$ cat config.mk
export PLATFORM = sky130hd
export DESIGN_NAME = ctmr_timer
export DESIGN_NICKNAME = d
export VERILOG_FILES = /design/src/rtl/ctmr_pkg.sv /design/src/rtl/ctmr_tick_sel.sv /design/src/rtl/ctmr_prescaler.sv /design/src/rtl/ctmr_counter.sv /design/src/rtl/ctmr_timer.sv
export SDC_FILE = /design/constraint.sdc
export NUM_CORES = 1
export LEC_CHECK = 0
export BUFFER_PORTS_ARGS = -buffer_cell sky130_fd_sc_hd__clkbuf_2
export CORE_AREA = 2 2 117 119
export CTS_CLUSTER_SIZE = 8
export DETAILED_ROUTE_END_ITERATION = 6
export DIE_AREA = 0 0 119 121
export PLACE_DENSITY_LB_ADDON = 0.1
export SLEW_MARGIN = 20
export SYNTH_ARGS = -nofsm -noshare
export SYNTH_HDL_FRONTEND = slang
export SYNTH_SLANG_ARGS = --single-unit
export TNS_END_PERCENT = 1
$ cat constraint.sdc
create_clock -name clk -period 3.2 [get_ports clk]
set_input_delay 0.32 -clock clk [delete_from_list [all_inputs] [get_ports clk]]
set_output_delay 0.32 -clock clk [all_outputs]
set_load 0.02 [all_outputs]
$ cat src/rtl/ctmr_pkg.sv
package ctmr_pkg;
   localparam int OFF_CTRL = 'h00;
   localparam int OFF_DIV  = 'h04;
   localparam int OFF_STAT = 'h08;
   localparam int OFF_IEN  = 'h0C;
   localparam int OFF_CMP  = 'h10;
   localparam int OFF_CNT  = 'h24;

   localparam int CB_RUN   = 0;
   localparam int CB_SRC   = 6;
   localparam int CB_FREE  = 9;
   localparam int CB_XON   = 10;
   localparam logic [31:0] CTRL_KEEP = 32'h0000_07C9;

   typedef enum logic [2:0] {
      SRC_BUS  = 3'd1,
      SRC_PER  = 3'd2,
      SRC_XTAL = 3'd5
   } src_e;
endpackage

$ cat src/rtl/ctmr_tick_sel.sv
module ctmr_tick_sel import ctmr_pkg::*; #(
   parameter int XDIV_W = 4,
   localparam int XW = (XDIV_W > 0) ? XDIV_W : 1
) (
   input  logic          clk,
   input  logic          rst_n,
   input  logic          en,
   input  logic [2:0]    src,
   input  logic          xtal_on,
   input  logic          tick_per,
   input  logic          tick_xtal,
   input  logic [XW-1:0] xdiv,
   output logic          sel_tick
);
   logic xpulse;
   logic xin;

   assign xin = en && xtal_on && tick_xtal && (src == SRC_XTAL);

   generate
      if (XDIV_W > 0) begin : g_xdiv
         logic [XW-1:0] xc_q;
         assign xpulse = xin && (xc_q >= xdiv);
         always_ff @(posedge clk or negedge rst_n) begin
            if (!rst_n)       xc_q <= '0;
            else if (!en)     xc_q <= '0;
            else if (xpulse)  xc_q <= '0;
            else if (xin)     xc_q <= xc_q + 1'b1;
         end
      end else begin : g_noxdiv
         assign xpulse = xin;
      end
   endgenerate

   always_comb begin
      sel_tick = 1'b0;
      if (en) begin
         case (src)
            SRC_BUS:  sel_tick = 1'b1;
            SRC_PER:  sel_tick = tick_per;
            SRC_XTAL: sel_tick = xpulse;
            default:  sel_tick = 1'b0;
         endcase
      end
   end
endmodule

$ cat src/rtl/ctmr_prescaler.sv
module ctmr_prescaler #(
   parameter int PRE_W = 12
) (
   input  logic             clk,
   input  logic             rst_n,
   input  logic             en,
   input  logic             tick_in,
   input  logic [PRE_W-1:0] div,
   output logic             step
);
   logic [PRE_W-1:0] pc_q;

   assign step = en && tick_in && (pc_q >= div);

   always_ff @(posedge clk or negedge rst_n) begin
      if (!rst_n)        pc_q <= '0;
      else if (!en)      pc_q <= '0;
      else if (step)     pc_q <= '0;
      else if (tick_in)  pc_q <= pc_q + 1'b1;
   end
endmodule

$ cat src/rtl/ctmr_counter.sv
module ctmr_counter #(
   parameter int CNT_W = 32
) (
   input  logic             clk,
   input  logic             rst_n,
   input  logic             en,
   input  logic             step,
   input  logic             freerun,
   input  logic [CNT_W-1:0] cmp,
   output logic [CNT_W-1:0] cnt,
   output logic             hit
);
   logic [CNT_W-1:0] nxt;

   assign nxt = (!freerun && (cnt == cmp)) ? '0 : cnt + 1'b1;
   assign hit = en && step && (nxt == cmp);

   always_ff @(posedge clk or negedge rst_n) begin
      if (!rst_n)     cnt <= '0;
      else if (!en)   cnt <= '0;
      else if (step)  cnt <= nxt;
   end
endmodule

$ cat src/rtl/ctmr_timer.sv
module ctmr_timer import ctmr_pkg::*; #(
   parameter int ADDR_W = 6,
   parameter int CNT_W  = 32,
   parameter int PRE_W  = 12,
   parameter int XDIV_W = 4,
   localparam int XW    = (XDIV_W > 0) ? XDIV_W : 1,
   localparam int DIV_W = PRE_W + XW
) (
   input  logic              clk,
   input  logic              rst_n,
   input  logic              tick_per,
   input  logic              tick_xtal,
   input  logic [ADDR_W-1:0] bus_addr,
   input  logic              bus_we,
   input  logic [31:0]       bus_wdata,
   output logic [31:0]       bus_rdata,
   output logic              irq
);
   generate
      if (CNT_W < 1 || CNT_W > 32) begin : g_bad_cnt
         $error("ctmr_timer: CNT_W must be 1..32");
      end
      if (PRE_W < 1 || DIV_W > 32) begin : g_bad_div
         $error("ctmr_timer: PRE_W + XDIV_W must fit 32 bits");
      end
      if (ADDR_W < 6) begin : g_bad_addr
         $error("ctmr_timer: ADDR_W too small for the map");
      end
   endgenerate

   logic [31:0]      ctrl_q;
   logic [DIV_W-1:0] div_q;
   logic [CNT_W-1:0] cmp_q;
   logic             ie_q;
   logic             status_q;
   logic             sel_tick;
   logic             step;
   logic             hit;
   logic [CNT_W-1:0] cnt;
   logic             run;
   logic             wr_ctrl, wr_div, wr_ien, cmp_wr, st_w1c;

   assign run     = ctrl_q[CB_RUN];
   assign wr_ctrl = bus_we && (bus_addr == ADDR_W'(OFF_CTRL));
   assign wr_div  = bus_we && (bus_addr == ADDR_W'(OFF_DIV));
   assign wr_ien  = bus_we && (bus_addr == ADDR_W'(OFF_IEN));
   assign cmp_wr  = bus_we && (bus_addr == ADDR_W'(OFF_CMP));
   assign st_w1c  = bus_we && (bus_addr == ADDR_W'(OFF_STAT)) && bus_wdata[0];

   always_ff @(posedge clk or negedge rst_n) begin
      if (!rst_n) begin
         ctrl_q <= '0;
         div_q  <= '0;
         cmp_q  <= '0;
         ie_q   <= 1'b0;
      end else begin
         if (wr_ctrl) ctrl_q <= bus_wdata & CTRL_KEEP;
         if (wr_div)  div_q  <= bus_wdata[DIV_W-1:0];
         if (wr_ien)  ie_q   <= bus_wdata[0];
         if (cmp_wr)  cmp_q  <= bus_wdata[CNT_W-1:0];
      end
   end

   always_ff @(posedge clk or negedge rst_n) begin
      if (!rst_n) begin
         status_q <= 1'b0;
         irq      <= 1'b0;
      end else begin
         irq <= status_q & ie_q;
         if (hit)         status_q <= 1'b1;
         else if (st_w1c) status_q <= 1'b0;
      end
   end

   ctmr_tick_sel #(.XDIV_W(XDIV_W)) u_sel (
      .clk      (clk),
      .rst_n    (rst_n),
      .en       (run),
      .src      (ctrl_q[CB_SRC +: 3]),
      .xtal_on  (ctrl_q[CB_XON]),
      .tick_per (tick_per),
      .tick_xtal(tick_xtal),
      .xdiv     (div_q[PRE_W +: XW]),
      .sel_tick (sel_tick)
   );

   ctmr_prescaler #(.PRE_W(PRE_W)) u_pre (
      .clk    (clk),
      .rst_n  (rst_n),
      .en     (run),
      .tick_in(sel_tick),
      .div    (div_q[PRE_W-1:0]),
      .step   (step)
   );

   ctmr_counter #(.CNT_W(CNT_W)) u_cnt (
      .clk    (clk),
      .rst_n  (rst_n),
      .en     (run),
      .step   (step),
      .freerun(ctrl_q[CB_FREE]),
      .cmp    (cmp_q),
      .cnt    (cnt),
      .hit    (hit)
   );

   always_comb begin
      case (bus_addr)
         ADDR_W'(OFF_CTRL): bus_rdata = ctrl_q;
         ADDR_W'(OFF_DIV):  bus_rdata = 32'(div_q);
         ADDR_W'(OFF_STAT): bus_rdata = {31'b0, status_q};
         ADDR_W'(OFF_IEN):  bus_rdata = {31'b0, ie_q};
         ADDR_W'(OFF_CMP):  bus_rdata = 32'(cmp_q);
         ADDR_W'(OFF_CNT):  bus_rdata = 32'(cnt);
         default:           bus_rdata = '0;
      endcase
   end
endmodule

==> results.toml <==
[status]
status = "complete, but fails checks"
violations = "design-rule violations"

[final_layout]
layout.cells.non_filler = 1129
mostFrequentLayoutCells = "104 x dfrtp_1, 74 x clkbuf_2, 67 x nand2_1"
final_common_cell = "dfrtp_1"
nNetsFinal = 1011
drive_gt1_share_pct = 24.8
syn_to_final_growth_pct = 15.2
diodes = 0

[yosys]
synth_edf_count = 0
synth_ff_type = "dfrtp_1"
yosysWarnings = 0
ys_async_sr_fraction_pct = 100
syn-num-nets = 925
yosysUniqueCellTypes = 76
synth_seq_cells = 106
yosysSeqAreaShare_pct = 34.6
syn_area_per_cell_sq_um = 8.88
synth_cells = 863
syn-cell-area_sq_um = 7660

[job]
max-cap-violations = 0

[setup_path]
rrSetupSlack_ns = 0.13
startpoint_type = "flop"
reg2regPathDepth = 10
arrival_ns = 3.36
worstPathRequired_ns = 3.49
timing.rr.start = "u_cnt.cnt[0]"
r2r-end = "status_q"
cp-end-kind = "flop"
crit_path_max_fanout = 5
critPathKind = "flop to flop"

[timing]
clock_skew_ns = 0.0102
period_minus_slack_ns = 3.07
timing.hold.ws_ns = 0.0371
slew_headroom_pct = 48.0
max_freq_ghz = 0.326
setup_viol = 0
post-route-period-util_pct = 95.9
hold_violations = 0
finalMaxSlewViolations = 0
tightest_slew_ns = 0.778

[grt]
grt_max_degree = 107
grt_pass1_wl_microns = 40900
grt_remaining_overflow = 0
antenna_found_initial = 0
grt_pass1_vias = 7493
grt_usage_pct = 37.0

[die]
die_w_microns = 119
core_sq_um = 13100
start_util_pct = 58.6
io-pin-count = 76
die_h_microns = 121
fp-row-count = 42
die-area_sq_um = 14400

[cts]
cts_inserted_buffers = 9
clk_pin_slew_ns = 0.08
hold_buffers = 0
cts_resized = 0
cts_tree = "built"
cts_sinks = 106
cts_root_buffer = "clkbuf_16"
cts_setup_buffers = 0
cts.htree.levels = 3
clkLatencyLatePin_ns = 0.36
cts_buffer_depth = 2

[placed_design]
hpwlAfterDp_microns = 19400
port_buffers = 75
post-place-cells = 1114
place_congestion = 0.944

[routing]
drc = 1
wl_per_cell_microns = 23.2
postRouteAntennaNets = 0
drtPass1Iterations = 7
vias_per_cell = 6.65
vias = 7513
drt_iter0_markers = 949
totalWireLength_microns = 26200

[pwr]
power.total_mw = 3.42
p_leak_nw = 3.91
vdd_drop_max_uv = 419
powerDensity_nw_per_um2 = 388

[hold_path]
hp-class = "input port to async pin"
==> registers in the layout, indices dropped and copies added (netlist names) <==
signal and count:
ie_q 1, u_sel.g_xdiv.xc_q 4, u_pre.pc_q 12, irq 1, ctrl_q 7, cmp_q 32
div_q 16, status_q 1, u_cnt.cnt 32
==> layout make-up <==
type / instances / area [sq um]
multi-input combinational: 647 / 4600
fill: 1062 / 4250
sequential: 106 / 2660
timing repair buffer: 140 / 903
clock buffer: 9 / 225
tap: 176 / 220
inverter: 45 / 169
clock inverter: 6 / 55.1
==> worst max path at each step <==
stage | start | end | cells after the start
after floorplan | u_pre.pc_q[6] | u_cnt.cnt[13] | 11
after global placement | u_cnt.cnt[8] | status_q | 9
after detailed placement | u_cnt.cnt[8] | status_q | 9
after CTS | u_cnt.cnt[8] | status_q | 9
after global routing | u_cnt.cnt[0] | status_q | 10
final | u_cnt.cnt[0] | status_q | 10
==> Yosys cell counts, types with 19 or more instances <==
library cell / n / area [sq um]
nor2_1: 46 / 173
inv_1: 45 / 169
o21ai_0: 59 / 295
xnor2_1: 39 / 342
a22o_1: 19 / 166
nand4_1: 42 / 263
dfrtp_1: 106 / 2650
nor3_1: 22 / 110
nand2_1: 68 / 255
ha_1: 19 / 238
mux2_2: 55 / 619
nand3_1: 35 / 175
a21oi_1: 25 / 125
clkbuf_1: 45 / 169
==> per-stage QoR <==
step	cell area (sq um)	setup TNS [ns]	setup slack, ns	util, %
floorplan	7660	0	0.389	-
global placement	8530	0	0.170	65.2
detailed placement	8530	0	0.127	65.2
CTS	8810	0	0.115	67.3
global route	8830	-0.000843	-0.000843	67.5
finish	8830	0	0.132	67.5
==> routing by layer <==
layer | vias up | GRT usage [%] | share of wire [%]
met5 | - | 0 | 0
met4 | 0 | 17.9 | 4.8
met3 | 97 | 6.48 | 7.6
met1 | 3616 | 45.4 | 39
li1 | 3381 | - | -
met2 | 419 | 63.4 | 48
==> logic make-up (layout without fill, tap and decap cells) <==
family                   Yosys count  after routing  synth area share, %
AND/OR/NAND/NOR                  318            318                 22.8
flip-flops                       106            106                 34.6
XOR/XNOR                          60             60                 7.57
adder cells (fa/ha/maj)           19             19                 3.10
multiplexers                      57             57                 8.34
AO/OA/AOI/OAI                    193            193                 17.8
buffers and inverters            110            200                 5.79
==> report_power, final <==
part / switching, mW / internal (mW) / total, mW
Clock: 0.572 / 0.544 / 1.12
Sequential: 0.135 / 1.43 / 1.57
Combinational: 0.413 / 0.328 / 0.741
Total: 1.12 / 2.30 / 3.42
==> critical path, cell delays in order, from the launching register on <==
cell	delay [ns]
dfrtp_1	0.41
ha_1	0.27
nand4_1	0.17
or4_4	0.59
nor4_1	0.47
buf_4	0.21
or3b_2	0.11
o211ai_1	0.09
a211oi_1	0.31
o2111ai_1	0.21
o21ai_1	0.16
Note: power is estimated with default switching activity, not from simulation.
